[config.mk]
export PLATFORM = sky130hd
export DESIGN_NAME = period_gate
export DESIGN_NICKNAME = d
export VERILOG_FILES = /design/src/rtl/pg_pkg.sv /design/src/rtl/pg_edge_sync.sv /design/src/rtl/pg_gate_ctrl.sv /design/src/rtl/pg_down_cnt.sv /design/src/rtl/period_gate.sv
export SDC_FILE = /design/constraint.sdc
export NUM_CORES = 1
export LEC_CHECK = 0
export ABC_CLOCK_PERIOD_IN_PS = 3700
export BUFFER_PORTS_ARGS = -buffer_cell sky130_fd_sc_hd__buf_2
export CORE_AREA = 2 2 39 41
export CTS_CLUSTER_DIAMETER = 80
export CTS_CLUSTER_SIZE = 40
export DETAILED_ROUTE_END_ITERATION = 7
export DIE_AREA = 0 0 41 43
export GPL_ROUTABILITY_DRIVEN = 0
export PLACE_DENSITY = 0.71
export SLEW_MARGIN = 15
export SYNTH_ARGS = -nofsm -noshare
export SYNTH_HDL_FRONTEND = slang
export SYNTH_SLANG_ARGS = --single-unit
export TNS_END_PERCENT = 5
[constraint.sdc]
create_clock -name clk -period 3.7 [get_ports clk]
set_clock_uncertainty 0.2 [all_clocks]
set_input_delay 0 -clock clk [delete_from_list [all_inputs] [get_ports clk]]
set_output_delay 0 -clock clk [all_outputs]
set_load 0.03 [all_outputs]
[src/rtl/pg_pkg.sv]
package pg_pkg;
  typedef enum logic {POL_FALL = 1'b0, POL_RISE = 1'b1} pol_e;

  function automatic logic pick_edge(pol_e pol, logic rise, logic fall);
    return (pol == POL_RISE) ? rise : fall;
  endfunction
endpackage

[src/rtl/pg_edge_sync.sv]
module pg_edge_sync #(
  parameter int STAGES = 2
) (
  input  logic clk,
  input  logic rst_n,
  input  logic pin_async,
  input  logic rise_sel,
  output logic valid_edge
);
  import pg_pkg::*;
  localparam int LAST = STAGES - 1;

  logic [STAGES:0] shreg;
  logic            rise_w;
  logic            fall_w;

  always_ff @(posedge clk) begin
    if (!rst_n) shreg <= '0;
    else        shreg <= {shreg[STAGES-1:0], pin_async};
  end

  assign rise_w     = shreg[LAST] & ~shreg[STAGES];
  assign fall_w     = ~shreg[LAST] & shreg[STAGES];
  assign valid_edge = pick_edge(pol_e'(rise_sel), rise_w, fall_w);
endmodule

[src/rtl/pg_gate_ctrl.sv]
module pg_gate_ctrl (
  input  logic clk,
  input  logic rst_n,
  input  logic active,
  input  logic valid_edge,
  output logic gate_q,
  output logic load,
  output logic done_q
);
  logic act_q;

  always_ff @(posedge clk) begin
    if (!rst_n) begin
      gate_q <= active;
      act_q  <= active;
      done_q <= 1'b0;
    end else begin
      act_q  <= active;
      done_q <= 1'b0;
      if (!active) begin
        gate_q <= 1'b0;
      end else if (!act_q) begin
        gate_q <= 1'b1;
      end else if (valid_edge) begin
        gate_q <= ~gate_q;
        done_q <= gate_q;
      end
    end
  end

  assign load = active & (~act_q | (valid_edge & ~gate_q));
endmodule

[src/rtl/pg_down_cnt.sv]
module pg_down_cnt #(
  parameter int              W      = 8,
  parameter logic [W-1:0]    PRESET = '1
) (
  input  logic         clk,
  input  logic         rst_n,
  input  logic         load,
  input  logic         dec,
  output logic [W-1:0] count
);
  always_ff @(posedge clk) begin
    if (!rst_n)    count <= '0;
    else if (load) count <= PRESET;
    else if (dec)  count <= count - W'(1);
  end
endmodule

[src/rtl/period_gate.sv]
module period_gate #(
  parameter int                 CNT_W       = 8,
  parameter int                 SYNC_STAGES = 2,
  parameter logic [CNT_W-1:0]   PRESET      = '1
) (
  input  logic             clk,
  input  logic             rst_n,
  input  logic             int_pin,
  input  logic             rise_sel,
  input  logic             meas_en,
  input  logic             int_en,
  input  logic             src_strobe,
  output logic             gated_strobe,
  output logic             gate_open,
  output logic             meas_done,
  output logic [CNT_W-1:0] meas_count
);
  logic active;
  logic valid_edge;
  logic load;

  assign active = meas_en & int_en;

  pg_edge_sync #(.STAGES(SYNC_STAGES)) u_sync (
    .clk        (clk),
    .rst_n      (rst_n),
    .pin_async  (int_pin),
    .rise_sel   (rise_sel),
    .valid_edge (valid_edge)
  );

  pg_gate_ctrl u_ctrl (
    .clk        (clk),
    .rst_n      (rst_n),
    .active     (active),
    .valid_edge (valid_edge),
    .gate_q     (gate_open),
    .load       (load),
    .done_q     (meas_done)
  );

  assign gated_strobe = src_strobe & gate_open & active;

  pg_down_cnt #(.W(CNT_W), .PRESET(PRESET)) u_cnt (
    .clk   (clk),
    .rst_n (rst_n),
    .load  (load),
    .dec   (gated_strobe),
    .count (meas_count)
  );
endmodule

==> PnR_summary.wiki, run 1 <==
{| class="wikitable"
! Metric !! Value
|-
| Cell area after technology mapping || 591 um2
|-
| Clock tree from TritonCTS || built
|-
| Depth of the CTS H-tree || 1
|-
| Cts bufs inserted || 3
|-
| Number of antenna violations at the first check in global routing || 0
|-
| Worst path buffer plus inverter count || 6
|-
| Library cell appearing most often on the critical path || sky130_fd_sc_hd__dlygate4sd3_1
|-
| Sum of negative setup slack || 0 ns
|-
| Root Buffer Master || sky130_fd_sc_hd__clkbuf_4
|-
| Tightest Hold Check Type || in -> reg
|-
| Relative slew slack || 0.756
|-
| Post-synth ARST share || 0
|-
| Total die area || 0.00176 mm2
|-
| Via count of the first global-routing pass || 463
|-
| Longest Clk Path Bufs || 2
|-
| Synthesized area per cell || 9.84 um2
|-
| Residual DRC count || 0
|-
| Inserted Diodes || 0
|-
| Pin count of the biggest net entering global routing || 10
|-
| Nature of the critical path endpoint || flip-flop
|-
| DRT Wirelength || 1220 um
|-
| Largest delay contributor family on the critical path || buffers and inverters
|-
| Final setup viols || 0
|-
| Cell with the largest stage delay on the worst path || sky130_fd_sc_hd__dlygate4sd3_1
|-
| Delay of the slowest cell on the worst path || 0.58 ns
|-
| Number of synthesized flops with an enable pin || 1
|-
| Count of standard-cell rows || 14
|-
| Placed instance area || 684 um2
|-
| Most area-consuming cells after synthesis || sky130_fd_sc_hd__dfxtp_1, sky130_fd_sc_hd__xor2_1, sky130_fd_sc_hd__a21oi_1
|-
| Critical path endpoint || u_ctrl.done_q
|-
| Number of pins with negative max-slew slack in the final report || 0
|-
| Flop and latch count out of synthesis || 14
|-
| Critical path startpoint || int_en
|-
| Synthesized instance count || 60
|-
| Result of the run || complete, no violations
|-
| Filler cell count || 132
|-
| Actual slew at the worst max-slew pin || 0.366 ns
|-
| Main combinational cell family by area after synthesis || simple AND/OR/NAND/NOR gates
|-
| Reported max-cap violation count || 0
|-
| Post-layout nets || 96
|-
| Area fraction in and, or, nand and nor cells after synthesis || 0.235
|-
| Number of setup buffers added after CTS || 0
|-
| Data required time at the worst endpoint || 3.67 ns
|-
| Largest fanout of any net on the critical path || 4
|-
| Kind of critical path || in -> reg
|-
| Portion of netlist area occupied by mux cells || 0
|-
| Minimum period implied by the final worst setup slack || 2.64 ns
|-
| Reg2reg path depth || 4
|-
| Leakage component of the power || 0.000349 uW
|-
| Crit. path cell count || 9
|-
| Buffers added on ports || 17
|-
| Worst reg2reg endpoint || u_ctrl.done_q
|-
| Minimum setup slack among reg-to-reg paths || 1.70 ns
|-
| Cell Pwr Density || 432 mW/mm2
|-
| Later-pin clock latency in the skew report || 0.28 ns
|-
| Die H || 43 um
|-
| Setup repair after global routing missed its margin || false
|-
| Post-synth top area share || 0.441
|-
| Area Overhead vs Synth || 33.9%
|-
| Proportion of synthesized chip area in sequential cells || 0.492
|-
| Clock input transition at the sequential cells of the worst setup and hold paths || 0.08 ns
|-
| Synth unique cells || 24
|-
| Most used cells in the layout excluding fill and tap cells || sky130_fd_sc_hd__buf_2, sky130_fd_sc_hd__dfxtp_1, sky130_fd_sc_hd__a21oi_1, sky130_fd_sc_hd__dlygate4sd3_1, sky130_fd_sc_hd__xor2_1
|-
| First-pass GRT wire length || 1840 um
|-
| Finished Cell Area || 791 um2
|-
| GRT Overall Usage || 0.159
|-
| Number of top-level pins || 18
|-
| Area of the core || 0.00138 mm2
|-
| Final hold violation count || 0
|-
| Die width || 41 um
|-
| Area share of xor/xnor cells in the synthesized design || 0.0890
|-
| Compound-cell area share of the yosys netlist || 0.119
|-
| Count of antenna-violating nets left after detailed routing || 0
|-
| Starting density of the core || 0.427
|-
| Startpoint of the worst-slack reg-to-reg timing path || u_ctrl.gate_q
|-
| Proportion of layout cells with a drive suffix above 1 || 0.253
|-
| Ordered cell list for the critical path || dlygate4sd3_1, buf_2, nand2_1, dlygate4sd3_1, inv_1, nand4_1, dlygate4sd3_1, nor2_1, dlygate4sd3_1
|-
| Net count after synthesis || 68
|-
| Total via count after detailed routing || 525
|-
| Cell taking the most area after synthesis || sky130_fd_sc_hd__dfxtp_1
|-
| Fmax || 378 MHz
|-
| Largest vdd supply drop || 0.000292 V
|-
| Clock sink count || 14
|-
| Half-perimeter wire length after detailed placement || 809 um
|-
| Arithmetic-cell share of the synthesized area counting full adders, half adders and majority gates || 0.0212
|-
| Routed WL per cell || 11.8 um
|-
| Via density per instance || 5.10
|-
| Element type at the critical path start || input pin
|-
| CP arrival || 2.61 ns
|-
| Prevailing post-synth register cell || sky130_fd_sc_hd__dfxtp_1
|-
| Starting DRC count in detailed routing || 9
|-
| Ratio of final minimum period to clock period || 0.715
|-
| Overflow after GRT || 0
|-
| Count of yosys warnings during synthesis || 0
|-
| Most common library cell in the layout ignoring fill and taps || sky130_fd_sc_hd__buf_2
|-
| Length of the first detailed-routing pass in iterations || 4
|}
layout make-up:
class                      instances  area (um2)  area share
inverter                           4        15.0      0.0190
clock buffer                       4        36.3      0.0459
timing repair buffer              24         155       0.196
tap                               16        20.0      0.0253
sequential                        14         290       0.367
multi-input combinational         41         274       0.347
state kept, by name, indices dropped and copies added (netlist names):
signal,flops
u_cnt.count,8
u_ctrl.act_q,1
u_ctrl.done_q,1
u_ctrl.gate_q,1
u_sync.shreg,3
cells by family (layout without fill, tap and decap cells):
group                    after synthesis  in the layout
adder cells (fa/ha/maj)                1              1
flip-flops                            14             14
AND/OR/NAND/NOR                       22             22
buffers and inverters                  5             32
AO/OA/AOI/OAI                         12             12
XOR/XNOR                               6              6
Yosys cell counts (2+ instances only):
master and instances:
sky130_fd_sc_hd__dfxtp_1 13, sky130_fd_sc_hd__a21oi_1 7, sky130_fd_sc_hd__xor2_1 5, sky130_fd_sc_hd__inv_1 4, sky130_fd_sc_hd__a31oi_1 3, sky130_fd_sc_hd__and2_1 3
sky130_fd_sc_hd__nor2_1 3, sky130_fd_sc_hd__nand2_1 2, sky130_fd_sc_hd__nand2b_1 2, sky130_fd_sc_hd__nand4_1 2, sky130_fd_sc_hd__nand4b_1 2, sky130_fd_sc_hd__nor3_1 2
timing repair:
action	4_1_cts	5_1_grt
gates resized for setup	0	0
hold endpoints to repair	15	0
hold buffers	7	0
how the worst min path moves through the flow:
| stage | from | endpoint | depth (start not counted) |
|---|---|---|---|
| after floorplan | rst_n | u_sync.shreg[0] | 1 |
| after global placement | int_pin | u_sync.shreg[0] | 2 |
| after detailed placement | int_pin | u_sync.shreg[0] | 2 |
| after CTS | rise_sel | u_ctrl.gate_q | 4 |
| after global routing | rise_sel | u_ctrl.gate_q | 4 |
| final | rise_sel | u_ctrl.gate_q | 4 |
through the flow:
step	std cells	worst slack [ns]	utilization	hold slack, ns	power (uW)
6_report	103	1.06	0.571	0.0190	341
3_5_place_dp	92	1.97	0.495	0.0117	230
2_1_floorplan	60	1.88	-	-0.0783	213
5_1_grt	103	1.03	0.571	0.0464	361
4_1_cts	103	1.08	0.571	0.0116	346
3_3_place_gp	92	2.04	0.495	0.0100	229
power by group:
group	internal (uW)	switching (uW)	total [uW]
clock network	59.9	50.3	110
registers	162	9.58	172
logic	23.1	36.1	59.2
total	245	95.9	341
worst min-delay path: cells and delay by family:
family / cells / cell delay (ns)
buffers and inverters: 1 / 0.10
AO/OA/AOI/OAI: 1 / 0.10
AND/OR/NAND/NOR: 2 / 0.17
metal layers:
| metal | wire, um | share of wire | up-vias | track usage |
|---|---|---|---|---|
| met5 | 0 | 0 | - | 0 |
| met2 | 610 | 0.50 | 19 | 0.244 |
| met1 | 527 | 0.43 | 240 | 0.172 |
| met4 | 0 | 0 | 0 | 0.0800 |
| met3 | 82 | 0.067 | 0 | 0.0785 |
| li1 | - | - | 266 | - |
No activity file was read; power rests on OpenSTA's default activity.
==> run 2, diff against run 1 <==
--- a/config.mk
+++ b/config.mk
@@ -5,7 +5,7 @@
 export SDC_FILE = /design/constraint.sdc
 export NUM_CORES = 1
 export LEC_CHECK = 0
-export ABC_CLOCK_PERIOD_IN_PS = 3700
+export ABC_CLOCK_PERIOD_IN_PS = 2600
 export BUFFER_PORTS_ARGS = -buffer_cell sky130_fd_sc_hd__buf_2
 export CORE_AREA = 2 2 39 41
 export CTS_CLUSTER_DIAMETER = 80
==> constraint.sdc (replaced) <==
create_clock -name clk -period 2.6 [get_ports clk]
set_clock_uncertainty 0.2 [all_clocks]
set_input_delay 0 -clock clk [delete_from_list [all_inputs] [get_ports clk]]
set_output_delay 0 -clock clk [all_outputs]
set_load 0.03 [all_outputs]
==> run 2 against run 1 <==
Wire length fell by 3.4%. Via count rose by 1.3%. Count of clock-buffer cells in the layout did not move. Clock power rose by 16%. Cell area did not move. Critical endpoint unchanged. Power rose by 34%. Critical path depth fell by 1. Sequential share of layout area did not move. Register-to-register slack got worse by 1.1 ns.
==> PnR_summary.wiki, run 2 (same netlist as run 1, synthesis figures left out) <==
{| class="wikitable"
! Metric !! Value
|-
| Buffers added on ports || 17 (unchanged)
|-
| Clock input transition at the sequential cells of the worst setup and hold paths || 0.08 ns (about the same)
|-
| Library cell appearing most often on the critical path || sky130_fd_sc_hd__dlygate4sd3_1
|-
| Proportion of layout cells with a drive suffix above 1 || 0.239 (-0.0142)
|-
| Starting density of the core || 0.427 (unchanged)
|-
| Count of standard-cell rows || 14 (unchanged)
|-
| Post-layout nets || 97 (+1.0%)
|-
| Largest fanout of any net on the critical path || 4 (unchanged)
|-
| Worst path buffer plus inverter count || 5 (-1)
|-
| Sum of negative setup slack || 0 ns (unchanged)
|-
| Die width || 41 um (unchanged)
|-
| Largest regs || u_cnt.count x8, u_sync.shreg x3
|-
| Worst reg2reg endpoint || u_ctrl.done_q
|-
| Clock sink count || 14 (unchanged)
|-
| Largest register FFs || 8 (unchanged)
|-
| Startpoint of the worst-slack reg-to-reg timing path || u_ctrl.gate_q
|-
| Ordered cell list for the critical path || dlygate4sd3_1, buf_2, nand2_1, inv_1, nand4_1, dlygate4sd3_1, nor2_1, dlygate4sd3_1
|-
| Minimum setup slack among reg-to-reg paths || 0.60 ns (-1.10 ns)
|-
| Count of antenna-violating nets left after detailed routing || 0 (unchanged)
|-
| Cts bufs inserted || 3 (unchanged)
|-
| Minimum period implied by the final worst setup slack || 2.11 ns
|-
| Later-pin clock latency in the skew report || 0.28 ns (about the same)
|-
| Relative slew slack || 0.752 (-0.00372)
|-
| Number of antenna violations at the first check in global routing || 0 (unchanged)
|-
| Worst Hold Endpoint || u_ctrl.gate_q
|-
| Final hold violation count || 0 (unchanged)
|-
| Most used cells in the layout excluding fill and tap cells || sky130_fd_sc_hd__buf_2, sky130_fd_sc_hd__dfxtp_1, sky130_fd_sc_hd__dlygate4sd3_1, sky130_fd_sc_hd__a21oi_1, sky130_fd_sc_hd__xor2_1
|-
| Largest delay contributor family on the critical path || buffers and inverters
|-
| Number of setup buffers added after CTS || 0 (unchanged)
|-
| Most common library cell in the layout ignoring fill and taps || sky130_fd_sc_hd__buf_2
|-
| Area of the core || 0.00138 mm2 (unchanged)
|-
| Reported max-cap violation count || 0 (unchanged)
|-
| Final setup viols || 0 (unchanged)
|-
| GRT Overall Usage || 0.160 (+0.000851)
|-
| Nature of the critical path endpoint || flip-flop
|-
| Residual DRC count || 0 (unchanged)
|-
| Filler cell count || 134 (+1.5%)
|-
| Result of the run || complete, no violations
|-
| Cts-stage hold buffer count || 8 (+1)
|-
| Depth of the CTS H-tree || 1 (unchanged)
|-
| First-pass GRT wire length || 1860 um (+1.5%)
|-
| Routed WL per cell || 11.3 um (-4.4%)
|-
| Kind of critical path || in -> reg
|-
| Fin util || 0.571 (unchanged)
|-
| Inserted Diodes || 0 (unchanged)
|-
| Cell with the largest stage delay on the worst path || sky130_fd_sc_hd__dlygate4sd3_1
|-
| Delay of the slowest cell on the worst path || 0.55 ns (-0.03 ns)
|-
| Length of the first detailed-routing pass in iterations || 4 (unchanged)
|-
| Starting DRC count in detailed routing || 3 (-6)
|-
| Total of cells resized after clock tree synthesis || 0 (unchanged)
|-
| Total via count after detailed routing || 532 (+1.3%)
|-
| CP arrival || 2.07 ns (-0.54 ns)
|-
| Tightest Hold Check Type || in -> reg
|-
| Via density per instance || 5.12 (+0.36%)
|-
| Count of cells along the worst hold path || 4 (unchanged)
|-
| Root Buffer Master || sky130_fd_sc_hd__clkbuf_4
|-
| Largest vdd supply drop || 0.000357 V (+22%)
|-
| Reg2reg path depth || 4 (unchanged)
|-
| Setup repair after global routing missed its margin || false
|-
| Die H || 43 um (unchanged)
|-
| Half-perimeter wire length after detailed placement || 810 um (+0.15%)
|-
| Element type at the critical path start || input pin
|-
| Data required time at the worst endpoint || 2.57 ns (-1.10 ns)
|-
| Number of pins with negative max-slew slack in the final report || 0 (unchanged)
|-
| Overflow after GRT || 0 (unchanged)
|-
| Total die area || 0.00176 mm2 (unchanged)
|-
| Number of top-level pins || 18 (unchanged)
|-
| Actual slew at the worst max-slew pin || 0.372 ns (+0.00557 ns)
|-
| Ratio of final minimum period to clock period || 0.810
|-
| Leakage component of the power || 0.000350 uW (+0.28%)
|-
| Area Overhead vs Synth || 33.9% (unchanged)
|-
| Pin count of the biggest net entering global routing || 10 (unchanged)
|-
| Clock tree from TritonCTS || built
|-
| Cell Pwr Density || 578 mW/mm2 (+34%)
|-
| Via count of the first global-routing pass || 477 (+3.0%)
|-
| Fmax || 475 MHz
|-
| DRT Wirelength || 1180 um (-3.4%)
|-
| Longest Clk Path Bufs || 2 (unchanged)
|-
| Register with the most flip-flops || u_cnt.count
|-
| Hold Crit Start || rise_sel
|}
[run 2: changes by cell type in the layout (fill, tap and decap cells not counted)]
| cell | change |
|---|---|
| sky130_fd_sc_hd__clkbuf_1 | +1 |
| sky130_fd_sc_hd__clkbuf_8 | -1 |
| sky130_fd_sc_hd__dlygate4sd3_1 | +1 |
[run 2: metrics by stage]
step | total power, uW | cell area (um2) | setup slack (ns) | hold WS [ns] | std cells
after floorplan | 303 | 591 | 0.779 | -0.0783 | 60
after global placement | 326 | 684 | 0.940 | 0.0100 | 92
after detailed placement | 328 | 684 | 0.879 | 0.0117 | 92
after CTS | 462 | 791 | 0.509 | 0.0240 | 104
after global routing | 486 | 791 | 0.450 | 0.0734 | 104
final | 457 | 791 | 0.493 | 0.0300 | 104
[run 2: tightest hold or removal path, stage by stage]
cell and delay [ns]:
sky130_fd_sc_hd__buf_2 0.10, sky130_fd_sc_hd__nor2_1 0.07, sky130_fd_sc_hd__a21oi_1 0.11, sky130_fd_sc_hd__nand4_1 0.10
[run 2: routing by layer]
layer / GRT usage / vias to the layer above / wire, um
met5: 0 / - / 0
met4: 0.0400 / 0 / 8
met3: 0.0942 / 2 / 100
met2: 0.244 / 23 / 584
met1: 0.185 / 241 / 484
li1: - / 266 / -
[run 2: final cells by class]
cell class              count  area (um2)  share of cell area
clock buffers               4        26.3              0.0332
inverters                   4        15.0              0.0190
multi-input cells          41         274               0.347
flip-flops and latches     14         290               0.367
well taps                  16        20.0              0.0253
repair buffers             25         165               0.209
[run 2: power breakdown]
group	internal (uW)	switching [uW]
combinational	33.9	51.1
sequential	231	13.4
clock	59.5	68.3
total	324	133
[run 2: worst max-delay path by stage]
stage,start,to,slack (ns),cells past startpoint
after global placement,u_ctrl.gate_q,u_cnt.count[4],0.94,4
final,meas_en,u_ctrl.done_q,0.49,8
after detailed placement,u_ctrl.gate_q,u_cnt.count[4],0.88,4
after floorplan,u_ctrl.gate_q,u_cnt.count[4],0.78,5
after CTS,meas_en,u_ctrl.done_q,0.51,8
after global routing,meas_en,u_ctrl.done_q,0.45,8
==> run 3, diff against run 2 <==
--- a/config.mk
+++ b/config.mk
@@ -5,15 +5,15 @@
 export SDC_FILE = /design/constraint.sdc
 export NUM_CORES = 1
 export LEC_CHECK = 0
-export ABC_CLOCK_PERIOD_IN_PS = 2600
+export ABC_AREA = 1
+export ABC_CLOCK_PERIOD_IN_PS = 2120
 export BUFFER_PORTS_ARGS = -buffer_cell sky130_fd_sc_hd__buf_2
-export CORE_AREA = 2 2 39 41
+export CORE_UTILIZATION = 49
 export CTS_CLUSTER_DIAMETER = 80
 export CTS_CLUSTER_SIZE = 40
 export DETAILED_ROUTE_END_ITERATION = 7
-export DIE_AREA = 0 0 41 43
 export GPL_ROUTABILITY_DRIVEN = 0
-export PLACE_DENSITY = 0.71
+export PLACE_DENSITY = 0.75
 export SLEW_MARGIN = 15
 export SYNTH_ARGS = -nofsm -noshare
 export SYNTH_HDL_FRONTEND = slang
==> constraint.sdc (replaced) <==
create_clock -name clk -period 2.12 [get_ports clk]
set_clock_uncertainty 0.2 [all_clocks]
set_input_delay 0 -clock clk [delete_from_list [all_inputs] [get_ports clk]]
set_output_delay 0 -clock clk [all_outputs]
set_load 0.03 [all_outputs]
==> run 3 against run 2 <==
Largest cell class is now multi-input combinational cells. Critical path depth up 4. Via count up 27%. Count of clock-buffer cells in the layout unchanged. Power up 30%. Worst setup slack worse by 0.30 ns. Register-to-register slack better by 0.05 ns. Final cell count up 34%. Global-route usage up 5.5 points. Critical endpoint is now u_cnt.count[7]. Non-clock buffer count unchanged. Combinational power up 61%. Hold slack better by 0.19 ns.
==> PnR_summary.wiki, run 3 <==
{| class="wikitable"
! Metric !! Value
|-
| Via count of the first global-routing pass || 528 (+11%)
|-
| Most frequent cells after synthesis || sky130_fd_sc_hd__inv_1, sky130_fd_sc_hd__nand2_1, sky130_fd_sc_hd__dfxtp_1
|-
| Overflow after GRT || 0 (unchanged)
|-
| Final setup viols || 0 (unchanged)
|-
| Power, Total || 596 uW (+30%)
|-
| Proportion of layout cells with a drive suffix above 1 || 0.234 (-0.00477)
|-
| Worst slack at placement || 0.747 ns (-0.132 ns)
|-
| Relative slew slack || 0.850 (+0.0975)
|-
| Root Buffer Master || sky130_fd_sc_hd__clkbuf_4
|-
| Ratio of final minimum period to clock period || 0.907
|-
| Kind of critical path || in -> reg
|-
| Fin util || 0.689 (+0.118)
|-
| Final hold violation count || 0 (unchanged)
|-
| Tightest Hold Check Type || reg -> reg
|-
| Clock tree from TritonCTS || built
|-
| Cts bufs inserted || 3 (unchanged)
|-
| Delay of the slowest cell on the worst path || 0.61 ns (+0.06 ns)
|-
| Number of synthesized flops with an enable pin || 1 (unchanged)
|-
| Die width || 39.9 um (-2.7%)
|-
| Half-perimeter wire length after detailed placement || 989 um (+22%)
|-
| Worst Setup Slack, final || 0.196 ns (-0.297 ns)
|-
| Largest register FFs || 8 (unchanged)
|-
| First-pass GRT wire length || 2210 um (+19%)
|-
| Most used cells in the layout excluding fill and tap cells || sky130_fd_sc_hd__inv_1, sky130_fd_sc_hd__nand2_1, sky130_fd_sc_hd__buf_2, sky130_fd_sc_hd__dfxtp_1
|-
| Number of pins with negative max-slew slack in the final report || 0 (unchanged)
|-
| Longest Clk Path Bufs || 2 (unchanged)
|-
| Length of the first detailed-routing pass in iterations || 4 (unchanged)
|-
| Pin count of the biggest net entering global routing || 11 (+1)
|-
| Area Overhead vs Synth || 29.2%
|-
| Cell area after technology mapping || 703 um2 (+19%)
|-
| Post-layout nets || 133 (+37%)
|-
| Later-pin clock latency in the skew report || 0.29 ns (about the same)
|-
| Largest vdd supply drop || 0.000432 V (+21%)
|-
| Die H || 39.9 um (-7.3%)
|-
| Data required time at the worst endpoint || 2.11 ns (-0.46 ns)
|-
| Clock input transition at the sequential cells of the worst setup and hold paths || 0.08 ns (about the same)
|-
| Synthesized instance count || 96 (+60%)
|-
| Setup repair after global routing missed its margin || false
|-
| Post-synth ARST share || 0 (unchanged)
|-
| Flop and latch count out of synthesis || 14 (unchanged)
|-
| Total die area || 0.00159 mm2 (-9.8%)
|-
| Depth of the CTS H-tree || 1 (unchanged)
|-
| Register with the most flip-flops || u_cnt.count
|-
| Fmax || 520 MHz
|-
| Reported max-cap violation count || 0 (unchanged)
|-
| Number of top-level pins || 18 (unchanged)
|-
| CP arrival || 1.91 ns (-0.16 ns)
|-
| Area taken by multi-input logic gates || 325 um2 (+19%)
|-
| Count of standard-cell rows || 13 (-1)
|-
| Synth unique cells || 23 (-4.2%)
|-
| Buffers added on ports || 17 (unchanged)
|-
| Largest regs || u_cnt.count x8, u_sync.shreg x3
|-
| Inserted Diodes || 0 (unchanged)
|-
| Number of antenna violations at the first check in global routing || 0 (unchanged)
|-
| Count of yosys warnings during synthesis || 0 (unchanged)
|-
| Starting DRC count in detailed routing || 19 (+16)
|-
| Residual DRC count || 0 (unchanged)
|-
| Element type at the critical path start || input pin
|-
| Sum of negative setup slack || 0 ns (unchanged)
|-
| Area used by sequential logic in the layout || 290 um2 (unchanged)
|-
| Filler cell count || 120 (-10%)
|-
| Ordered cell list for the critical path || dlygate4sd3_1, buf_2, nand2_4, dlygate4sd3_1, inv_2, nand2_2, nor2_4, nand2_1, nand2_1, nand3_1, nand2_1, inv_1
|-
| Cell with the largest stage delay on the worst path || sky130_fd_sc_hd__dlygate4sd3_1
|-
| Total via count after detailed routing || 675 (+27%)
|-
| Most area-consuming cells after synthesis || sky130_fd_sc_hd__dfxtp_1, sky130_fd_sc_hd__inv_1, sky130_fd_sc_hd__nand2_1
|-
| Minimum period implied by the final worst setup slack || 1.92 ns
|-
| Number of setup buffers added after CTS || 0 (unchanged)
|-
| Proportion of synthesized chip area in sequential cells || 0.413 (-0.0787)
|-
| Synthesized area per cell || 7.32 um2 (-26%)
|-
| Net count after synthesis || 104 (+53%)
|-
| GRT Overall Usage || 0.215 (+0.0550)
|-
| Area of the core || 0.00132 mm2 (-4.8%)
|-
| Nature of the critical path endpoint || flip-flop
|-
| Cell taking the most area after synthesis || sky130_fd_sc_hd__dfxtp_1
|-
| Actual slew at the worst max-slew pin || 0.225 ns (-0.147 ns)
|-
| Result of the run || complete, no violations
|-
| Via density per instance || 4.86 (-5.1%)
|-
| Largest fanout of any net on the critical path || 5 (+1)
|-
| Clock sink count || 14 (unchanged)
|-
| Prevailing post-synth register cell || sky130_fd_sc_hd__dfxtp_1
|-
| Leakage component of the power || 0.000503 uW (+44%)
|-
| DRT Wirelength || 1530 um (+30%)
|-
| Count of antenna-violating nets left after detailed routing || 0 (unchanged)
|-
| Library cell appearing most often on the critical path || sky130_fd_sc_hd__nand2_1
|-
| Post-synth top area share || 0.370 (-0.0706)
|-
| Starting density of the core || 0.534 (+0.107)
|-
| Cell Pwr Density || 656 mW/mm2 (+13%)
|-
| Routed WL per cell || 11.0 um (-3.1%)
|}
[run 3: cell types whose count changed in the layout (fill, tap and decap cells not counted), moves of 3 or more]
| cell | before | now |
|---|---|---|
| sky130_fd_sc_hd__nand3_1 | 1 | 8 |
| sky130_fd_sc_hd__inv_1 | 4 | 20 |
| sky130_fd_sc_hd__nand2_1 | 2 | 20 |
| sky130_fd_sc_hd__a21oi_1 | 7 | 4 |
| sky130_fd_sc_hd__xor2_1 | 5 | 1 |
| sky130_fd_sc_hd__nor2_1 | 3 | 7 |
[run 3: cells by family (layout without fill, tap and decap cells)]
logic type,Yosys count,count (layout),synth area share
buf+inv,23,51,0.125
fa+ha+maj,1,1,0.0178
xor+xnor,1,1,0.0125
compound gates,8,8,0.0587
simple gates,49,49,0.374
flops,14,14,0.413
[run 3: layout make-up]
type | instances | area share
tap | 15 | 0.0207
multi-input combinational | 59 | 0.358
timing repair buffer | 25 | 0.182
inverter | 22 | 0.0909
sequential | 14 | 0.320
clock buffer | 4 | 0.0289
[run 3: worst max-delay path: cells and delay by family]
| kind | cells | cell delay (ns) |
|---|---|---|
| and+or+nand+nor | 7 | 0.50 |
| buffers and inverters | 5 | 1.41 |
[run 3: metal layers]
layer / GRT usage / wire length (um)
met1: 0.289 / 684
met2: 0.327 / 753
met3: 0.0341 / 50
met4: 0.103 / 38
met5: 0 / 0
[run 3: through the flow]
stage	cell area, um2	cells	hold slack (ns)
after floorplan	703	96	-0.102
after global placement	802	127	-0.0178
after detailed placement	802	127	-0.0127
after CTS	908	139	0.227
after global routing	908	139	0.243
final	908	139	0.222
[run 3: final timing paths]
path                        start              end  slack, ns  depth (start not counted)
setup / recovery          meas_en   u_cnt.count[7]       0.20                         12
hold / removal    u_sync.shreg[0]  u_sync.shreg[1]       0.22                          2
setup reg to reg    u_ctrl.gate_q   u_cnt.count[5]       0.65                          7
hold reg to reg   u_sync.shreg[0]  u_sync.shreg[1]       0.22                          2
[run 3: what timing repair did]
| item | 4_1_cts | 5_1_grt |
|---|---|---|
| hold endpoints to repair | 15 | 0 |
| hold buffers | 8 | 0 |
| endpoints found under the setup margin | 0 | 0 |
| resized for setup | 0 | 0 |
[run 3: report_power, final]
part           switching (uW)  internal [uW]
Sequential               12.4            283
Clock                    90.7           73.2
Combinational            89.2           47.5
Total                     192            403
